`src/rtl/crc16_engine.sv`:
```
module crc16_engine (
  input  logic       clk,
  input  logic       rst_n,
  input  logic       start_i,
  input  logic [1:0] preset_sel_i,
  input  logic       byte_valid_i,
  input  logic [7:0] byte_i,
  input  logic       last_i,
  output logic [7:0] crc_msb_o,
  output logic [7:0] crc_lsb_o,
  output logic       ready_o,
  output logic       ok_o,
  output logic       irq_o
);

  localparam logic [15:0] POLY_REV = 16'h8408;

  logic [15:0] crc_q;
  logic [15:0] crc_nxt;
  logic [15:0] preset;
  logic        busy_q;
  logic        take;

  function automatic logic [15:0] fold_byte(input logic [15:0] c, input logic [7:0] d);
    logic [15:0] r;
    r = c;
    for (int i = 0; i < 8; i++)
      r = (r >> 1) ^ (((r[0] ^ d[i]) == 1'b1) ? POLY_REV : 16'h0000);
    return r;
  endfunction

  always_comb begin
    unique case (preset_sel_i)
      2'b00:   preset = 16'h0000;
      2'b01:   preset = 16'h6363;
      2'b10:   preset = 16'hA671;
      default: preset = 16'hFFFF;
    endcase
  end

  assign crc_nxt = fold_byte(crc_q, byte_i);
  assign take    = busy_q && byte_valid_i && !start_i;

  always_ff @(posedge clk) begin
    if (!rst_n) begin
      crc_q   <= 16'h0000;
      busy_q  <= 1'b0;
      ready_o <= 1'b0;
      ok_o    <= 1'b0;
      irq_o   <= 1'b0;
    end else begin
      irq_o <= 1'b0;
      if (start_i) begin
        crc_q   <= preset;
        busy_q  <= 1'b1;
        ready_o <= 1'b0;
        ok_o    <= 1'b0;
      end else if (take) begin
        crc_q <= crc_nxt;
        if (last_i) begin
          busy_q  <= 1'b0;
          ready_o <= 1'b1;
          ok_o    <= (crc_nxt == 16'h0000);
          irq_o   <= 1'b1;
        end
      end
    end
  end

  assign crc_msb_o = crc_q[15:8];
  assign crc_lsb_o = crc_q[7:0];

endmodule


```
`config.mk`:
```
export PLATFORM = sky130hd
export DESIGN_NAME = crc16_engine
export DESIGN_NICKNAME = d
export VERILOG_FILES = /design/src/rtl/crc16_engine.sv
export SDC_FILE = /design/constraint.sdc
export NUM_CORES = 1
export LEC_CHECK = 0
export BUFFER_PORTS_ARGS = -buffer_cell sky130_fd_sc_hd__buf_2
export CAP_MARGIN = 10
export CORE_MARGIN = 3
export CORE_UTILIZATION = 43
export DETAILED_ROUTE_END_ITERATION = 7
export PLACE_DENSITY = 0.69
export SETUP_SLACK_MARGIN = 0.2
export SYNTH_ARGS = -nofsm -noshare
export SYNTH_HDL_FRONTEND = slang
export SYNTH_SLANG_ARGS = --single-unit
export TNS_END_PERCENT = 5
```
`constraint.sdc`:
```
create_clock -name clk -period 4 [get_ports clk]
set_clock_uncertainty 0.05 [all_clocks]
set_input_delay 0.4 -clock clk [delete_from_list [all_inputs] [get_ports clk]]
set_output_delay 0.4 -clock clk [all_outputs]
set_load 0.03 [all_outputs]
```
==> results of run 1 <==
==> per-stage QoR <==
stage	cells	area (sq um)
global route	183	1330
detailed placement	180	1310
finish	183	1330
CTS	183	1330
global placement	180	1310
floorplan	125	1130
==> report_power, final <==
group,switching (uW),internal (uW)
Combinational,115,73.7
Sequential,14.1,213
Clock,57.4,35.1
Total,187,322
==> worst paths after layout <==
path / start / end / slack [ns] / cells past startpoint
hold / removal: last_i / ready_o$_SDFFE_PP0P_ / 0.33 / 3
setup / recovery: busy_q$_SDFFE_PN0P_ / ok_o$_SDFFE_PP0P_ / 2.31 / 5
hold reg to reg: ready_o$_SDFFE_PP0P_ / ready_o$_SDFFE_PP0P_ / 0.44 / 2
setup reg to reg: busy_q$_SDFFE_PN0P_ / ok_o$_SDFFE_PP0P_ / 2.31 / 5
==> layer usage <==
metal / track usage, % / up-vias / part of all wire [%]
met5: 0 / - / 0
met4: 3.97 / 0 / 0.90
met1: 23.1 / 482 / 46
li1: - / 496 / -
met2: 25.8 / 42 / 46
met3: 5.20 / 4 / 6.2
==> sequential cells by signal (all words and copies together), names as in the netlist <==
name and count:
ready_o 1, crc_q 16, busy_q 1, irq_o 1, ok_o 1
==> final cells by class <==
cell class	instances	area, sq um	share of cell area (%)
well taps	28	35.0	2.63
flip-flops and latches	20	400	30.0
clock buffers	3	22.5	1.69
multi-input cells	98	706	53.0
inverters	1	3.75	0.282
repair buffers	33	165	12.4
==> placed cells by master (no fill, tap or decap) <==
cell      instances
a211o_1           1
a211oi_1          4
a21boi_1          1
a21oi_1           7
and2_1            3
and3_1            1
buf_2            33
clkbuf_4          3
dfxtp_1          20
inv_2             1
nand2_1          10
nand2b_1          1
nand4_1           3
nand4b_1          1
nor2_1           12
nor2b_1           1
nor3_1            3
nor3b_1           1
o211a_1           4
o211ai_1          1
o21a_1            7
o21ai_0           2
o21ai_1           4
o21bai_1          1
o221a_1           3
o31ai_2           1
or3_1             1
xnor2_1          14
xnor2_2           5
xor2_1            5
xor2_2            1
==> logic make-up (layout without fill, tap and decap cells) <==
kind of cell / count (synthesis) / count (layout) / share of synthesized area, %
buffers and inverters: 7 / 37 / 2.43
DFF: 20 / 20 / 35.3
AOI/OAI and AO/OA: 36 / 36 / 23.4
and+or+nand+nor: 37 / 37 / 15.6
xor gates and xnor gates: 25 / 25 / 23.3
==> worst max-delay path: cells and delay by family (launching register included) <==
| kind | cells | cell delay, ns |
|---|---|---|
| and+or+nand+nor | 4 | 0.98 |
| DFF | 1 | 0.35 |
| AOI/OAI and AO/OA | 1 | 0.23 |
==> synthesized netlist by cell type <==
cell type / n
o221a_1: 3
a21boi_1: 1
o211ai_1: 1
a211oi_1: 4
o31ai_2: 1
nor2_1: 12
o211a_1: 4
buf_1: 2
nand4b_1: 1
nand2_1: 10
o21bai_1: 1
dfxtp_1: 20
buf_2: 1
xnor2_1: 14
xnor2_2: 5
o21a_1: 7
clkbuf_1: 3
a211o_1: 1
a21oi_1: 7
nor3b_1: 1
o21ai_1: 4
inv_2: 1
or3_1: 1
nand2b_1: 1
nand4_1: 3
and2_1: 3
nor3_1: 3
o21ai_0: 2
and3_1: 1
nor2b_1: 1
xor2_2: 1
xor2_1: 5
==> reports/metrics.cfg, run 1 <==
[power_and_ir_drop]
p_per_area_nw_per_um2=381
finalPower_uw=508
ir_drop_mv=0.221
p_leak_uw=0.000587

[global_routing]
grt_pass1_vias=907
antenna_found_initial=0
grt_max_degree=24
overflow=0
grtUsageTotal_pct=16.8
grt_pass1_wl_um=4340

[critical_path]
crit_chain=and2_1 > nand2_1 > nor2_1 > nand4_1 > o31ai_2
cp_slowest_cell=and2_1
worstSetupPathType=register to register
arrival_ns=1.86
end_kind=register
startpoint_type=register
crit_required_ns=4.17
worstPathMaxFanout=18
max_stage_delay_ns=0.54

[logic_synthesis]
syn_area_sq_um=1130
synth_cell_types=32
synth_top_cell_by_area=dfxtp_1
synthCells=125
postSynthAreaPerCell_sq_um=9.07
synth_top_area_share_pct=35.3
synth.area.top_cells=dfxtp_1 35%, xnor2_1 11%, xnor2_2 7.2%
syn_nets=140
synth-seq-area-share_pct=35.3
ys_warn_count=0
ys_seq_elements=20

[clocking]
clockRootBuffer=clkbuf_4
cts.sinks=20
cts-buffers-inserted=3
ctsHoldBuffers=0
ctsResizeCount=0
post_cts_buffers=0
insertion_delay_ns=0.30
cts_tree=done
clockBufferDepth=2
h-tree-depth=1
cts.clk_slew.worst_paths_ns=0.10

[final_layout]
fillCellCount=222
area_delta_synth_final_pct=17.5
diodes=0
drive_above_1_share_pct=28.4
finish.utilization_pct=56.4
nNetsFinal=172

[placed_design]
place_ws_ns=2.16
dp_hpwl_um=2040
gp_congestion=0.890
io_buffers=33

[sta]
setup_slack_ns=2.31
worstMarginPinSlew_ns=0.641
rsz0062_at_grt=no
period_needed_ns=1.69
setup_viol=0
hold_viol_final=0
slew_violations=0
relSlewSlack_pct=57.3
fin_hold_ws_ns=0.331
finalSetupTns_ns=0
timing.fmax_mhz=592
finalCritPeriodShare_pct=42.2

[route]
route.detailed.drc=0
drt_iter0_markers=24
drt-pass1-iter-count=4
via_per_inst=5.60
wl_per_cell_um=14.5
ant_nets=0
vias=1024
routed_wl_um=2660

[floorplanning]
start_util_pct=48.0
die_x_um=57.3
num_rows=17
num_io_pins=34
core-area_sq_um=2360
chipHeight_um=57.3
die_area_sq_um=3290

[run]
max_cap_violations=0

[worst_hold_path]
hold_class=input pin to register

[outcome]
outcome=complete, no violations

Power figures use the tool's default switching activity.
==> run 2: changes to the inputs <==
ABC_AREA = 1   (was unset)
PLACE_DENSITY = 0.7   (was 0.69)
clock period = 1.48 ns   (was 4 ns; I/O delays follow)
==> reports/metrics.cfg, run 2 <==
[outcome]
outcome=complete, no violations

[critical_path]
startpoint_type=register
cp-startpoint=crc_q[2]$_SDFFE_PN0P_
r2r_end=ok_o$_SDFFE_PP0P_
critPathCapture=ok_o$_SDFFE_PP0P_
worstPathMaxFanout=5
r2r_cells=9
worstSetupPathType=register to register
r2r_slack_ns=0.07
reg2reg_from=crc_q[2]$_SDFFE_PN0P_
arrival_ns=1.61
crit_required_ns=1.68
end_kind=register

[clocking]
ctsHoldBuffers=0
clockRootBuffer=clkbuf_4
insertion_delay_ns=0.31
cts.sinks=20
cts-buffers-inserted=3
clockBufferDepth=2
cts.clk_slew.worst_paths_ns=0.12
h-tree-depth=1
cts_tree=done

[logic_synthesis]
syn_area_sq_um=1280
synth.area.top_cells=dfxtp_1 31%, nand2_1 29%, inv_1 6.8%
ys.flop_type=dfxtp_1
ys_seq_elements=20
ys_async_sr_fraction_pct=0
postSynthAreaPerCell_sq_um=6.00
synth_edf_count=0
synthTopCellsByCount=100 x nand2_1, 23 x inv_1, 20 x dfxtp_1, 14 x nand3_1
ys_warn_count=0
syn_nets=228
synth_top_area_share_pct=31.3
synth_top_cell_by_area=dfxtp_1
synth-seq-area-share_pct=31.3
synth_cell_types=25
synth_most_common_cell=nand2_1
synthCells=213

[floorplanning]
num_rows=19
chipHeight_um=60.5
die_x_um=60.5
num_io_pins=34
core-area_sq_um=2810
die_area_sq_um=3660
start_util_pct=45.6

[route]
vias=1501
ant_nets=0
via_per_inst=5.16
wl_per_cell_um=12.6
routed_wl_um=3660
route.detailed.drc=0
drt-pass1-iter-count=4
drt_iter0_markers=39

[sta]
hold_viol_final=0
fin_hold_ws_ns=0.0841
period_needed_ns=1.41
relSlewSlack_pct=66.9
worstMarginPinSlew_ns=0.496
setup_viol=0
finalCritPeriodShare_pct=95.3
timing.fmax_mhz=709
slew_violations=0
rsz0062_at_grt=yes

[global_routing]
antenna_found_initial=0
grt_max_degree=14
grtUsageTotal_pct=19.8
overflow=0
grt_pass1_vias=1214
grt_pass1_wl_um=5440

[placed_design]
dp_hpwl_um=2690
gp_congestion=0.963
io_buffers=33

[worst_hold_path]
hold_class=input pin to register
hold_depth=3

[power_and_ir_drop]
p_leak_uw=0.000903
p_per_area_nw_per_um2=890
ir_drop_mv=0.404
finalPower_uw=1550

[final_layout]
diodes=0
fillCellCount=272
layout_common_cells=85 x nand2_1, 33 x buf_2, 21 x inv_1, 18 x nand2_2
drive_above_1_share_pct=38.8
layout_commonest_cell=nand2_1
nNetsFinal=276
area_delta_synth_final_pct=36.3
regMostFlops=crc_q
largest_reg_flops=16

[run]
max_cap_violations=0

==> run 2: per-layer routing <==
| layer | GRT usage, % | vias up | part of all wire [%] |
|---|---|---|---|
| li1 | - | 768 | - |
| met1 | 26.6 | 661 | 45 |
| met2 | 32.6 | 66 | 46 |
| met3 | 2.55 | 6 | 8.5 |
| met4 | 7.12 | 0 | 1.1 |
| met5 | 0 | - | 0 |
==> run 2: worst min-delay path by stage <==
stage                        endpoint                 start
3_5_place_dp     ready_o$_SDFFE_PP0P_  ready_o$_SDFFE_PP0P_
2_1_floorplan  crc_q[11]$_SDFFE_PN0P_                 rst_n
4_1_cts        crc_q[11]$_SDFFE_PN0P_                 rst_n
3_3_place_gp     ready_o$_SDFFE_PP0P_  ready_o$_SDFFE_PP0P_
5_1_grt        crc_q[11]$_SDFFE_PN0P_                 rst_n
6_report             irq_o$_SDFF_PP0_                last_i
==> run 2: worst max-delay path, cell delays in order (launching register included) <==
cell,delay (ns)
dfxtp_4,0.39
xnor2_4,0.20
nand2_2,0.12
nand2_4,0.10
nand2_1,0.07
nand2_1,0.07
nand2_1,0.06
nor2_1,0.08
nand3_1,0.08
a21oi_2,0.13
==> run 2: through the flow <==
stage | std cells | util (%) | setup WS [ns] | setup TNS (ns) | instance area [sq um]
2_1_floorplan | 213 | - | 0.150 | 0 | 1310
5_1_grt | 291 | 62.1 | -0.0302 | -0.0302 | 1740
3_5_place_dp | 282 | 55.5 | 0.0540 | 0 | 1560
4_1_cts | 288 | 58.2 | 0.0580 | 0 | 1630
3_3_place_gp | 282 | 55.5 | 0.0690 | 0 | 1560
6_report | 291 | 62.1 | 0.0701 | 0 | 1740
==> run 2: layout make-up <==
cell class                 instances  area, sq um  share of cell area [%]
sequential                        20          423                    24.3
tap                               31         38.8                    2.23
clock buffer                       4         36.3                    2.08
multi-input combinational        163          885                    50.8
timing repair buffer              45          255                    14.6
inverter                          28          105                    6.03
==> run 2: repair_timing <==
item / 4_1_cts / 5_1_grt
resized for setup: 5 / 26
pin swaps: 3 / 11
endpoints found under the setup margin: 3 / 11
endpoints found under the hold margin: 0 / 0
setup buffers: 2 / 3
==> run 2: cell families (layout without fill, tap and decap cells) <==
| family | Yosys count | count (layout) | share of synthesized area, % |
|---|---|---|---|
| buf+inv | 30 | 77 | 8.90 |
| simple gates | 137 | 137 | 46.0 |
| compound gates | 23 | 23 | 11.7 |
| xor+xnor | 3 | 3 | 2.06 |
| flops | 20 | 20 | 31.3 |
==> run 2: power by group <==
part           switching, uW  internal [uW]  leakage (uW)
sequential              40.4            577      0.000169
clock                    177            150     0.0000210
combinational            387            219      0.000713
==> run 3: changes to the inputs <==
CORE_UTILIZATION = 47   (was 43)
PLACE_DENSITY = 0.75   (was 0.7)
==> reports/metrics.cfg, run 3 (same netlist as run 2, synthesis figures left out) <==
[route]
wirelength_met1_um=1610
vias=1477
route.detailed.drc=0
drt-pass1-iter-count=4
met2_wirelength_um=1650
ant_nets=0
routed_wl_um=3620
via_per_inst=5.13
drt_iter0_markers=96
dr_wl_met3_um=300
highest_layer=met4
wl_per_cell_um=12.6

[clocking]
h-tree-depth=1
ctsHoldBuffers=0
cts.sinks=20
clockBufferDepth=2
cts-buffers-inserted=3
cts_tree=done
clockRootBuffer=clkbuf_4
cts.clk_slew.worst_paths_ns=0.12
insertion_delay_ns=0.30

[floorplanning]
core-area_sq_um=2520
chipHeight_um=58.2
num_rows=18
die_x_um=58.2
start_util_pct=50.7
die_area_sq_um=3380
num_io_pins=34

[placed_design]
io_buffers=33
dp_hpwl_um=2630
gp_congestion=0.926
place_ws_ns=0.0818
place_area_sq_um=1560

[sta]
worstMarginPinSlew_ns=0.471
slew_violations=0
timing.fmax_mhz=709
setup_viol=0
relSlewSlack_pct=68.6
hold_viol_final=0
finalCritPeriodShare_pct=95.4
period_needed_ns=1.41
rsz0062_at_grt=yes
setup_slack_ns=0.0686

[critical_path]
arrival_ns=1.62
worstPathMaxFanout=5
reg2reg_from=crc_q[2]$_SDFFE_PN0P_
worstSetupPathType=register to register
crit_required_ns=1.68
r2r_end=ok_o$_SDFFE_PP0P_
end_kind=register
r2r_cells=11
r2r_slack_ns=0.07
startpoint_type=register

[run]
max_cap_violations=0

[final_layout]
area_delta_synth_final_pct=34.1
largest_reg_flops=16
stdcell_area_sq_um=1720
drive_above_1_share_pct=39.1
regMostFlops=crc_q
diodes=0
nNetsFinal=274
layout_common_cells=83 x nand2_1, 33 x buf_2, 20 x nand2_2, 19 x inv_1, 13 x nand3_1
finish.utilization_pct=68.0
layout_commonest_cell=nand2_1

[outcome]
outcome=complete, no violations

[worst_hold_path]
holdPathEnd=irq_o$_SDFF_PP0_
hold_depth=3
min_from=last_i
hold_class=input pin to register

[power_and_ir_drop]
p_per_area_nw_per_um2=895
p_leak_uw=0.000895
ir_drop_mv=0.775

[global_routing]
grt_pass1_wl_um=5880
grt_pass1_vias=1299
overflow=0
antenna_found_initial=0
grt_max_degree=14
grtUsageTotal_pct=22.1

[run 3: how the worst max path moves through the flow]
stage	start	endpoint	slack (ns)	cells after the start
finish	crc_q[2]$_SDFFE_PN0P_	ok_o$_SDFFE_PP0P_	0.07	11
global route	crc_q[2]$_SDFFE_PN0P_	ok_o$_SDFFE_PP0P_	-0.02	11
CTS	crc_q[3]$_SDFFE_PN0P_	ok_o$_SDFFE_PP0P_	0.08	9
detailed placement	crc_q[0]$_SDFFE_PN0P_	ok_o$_SDFFE_PP0P_	0.08	10
global placement	crc_q[0]$_SDFFE_PN0P_	ok_o$_SDFFE_PP0P_	0.08	10
floorplan	crc_q[3]$_SDFFE_PN0P_	ok_o$_SDFFE_PP0P_	0.15	9
[run 3: per-stage QoR]
| stage | hold WS (ns) | std cells | TNS (ns) | total power, uW |
|---|---|---|---|---|
| after CTS | 0.0860 | 285 | 0 | 1460 |
| after global placement | 0.388 | 281 | 0 | 1130 |
| after floorplan | 0.196 | 213 | 0 | 979 |
| after global routing | 0.0844 | 288 | -0.0249 | 1640 |
| final | 0.0891 | 288 | 0 | 1530 |
| after detailed placement | 0.390 | 281 | 0 | 1130 |
[run 3: timing repair]
item	CTS	global route
pin swaps	0	15
endpoints found under the setup margin	3	10
gates resized for setup	2	31
buffers inserted	0	3
[run 3: layout make-up]
| cell class | count | area, sq um |
|---|---|---|
| clock buffers | 4 | 36.3 |
| fillers | 240 | 807 |
| inverters | 28 | 105 |
| multi-input cells | 163 | 871 |
| flip-flops and latches | 20 | 425 |
| well taps | 30 | 37.5 |
| repair buffers | 43 | 240 |
[run 3: per-layer routing]
metal	up-vias	GRT usage, %
li1	762	-
met2	72	33.5
met1	636	32.4
met4	0	7.95
met3	7	2.00
met5	-	0
[run 3: worst max-delay path: stages, from the launching register on]
cell and delay [ns]:
dfxtp_4 0.40, nand2_2 0.07, inv_2 0.04, nor2_4 0.14, nand2_4 0.08, nand2_4 0.09, nand2_2 0.06, nand2_1 0.07
nand2_1 0.06, nor2_1 0.10, nand3_1 0.09, a21oi_2 0.11
[run 3: power breakdown]
group          switching [uW]  total [uW]  internal (uW)
registers                39.7         616            576
logic                     381         591            210
clock network             177         327            150
total                     598        1530            937
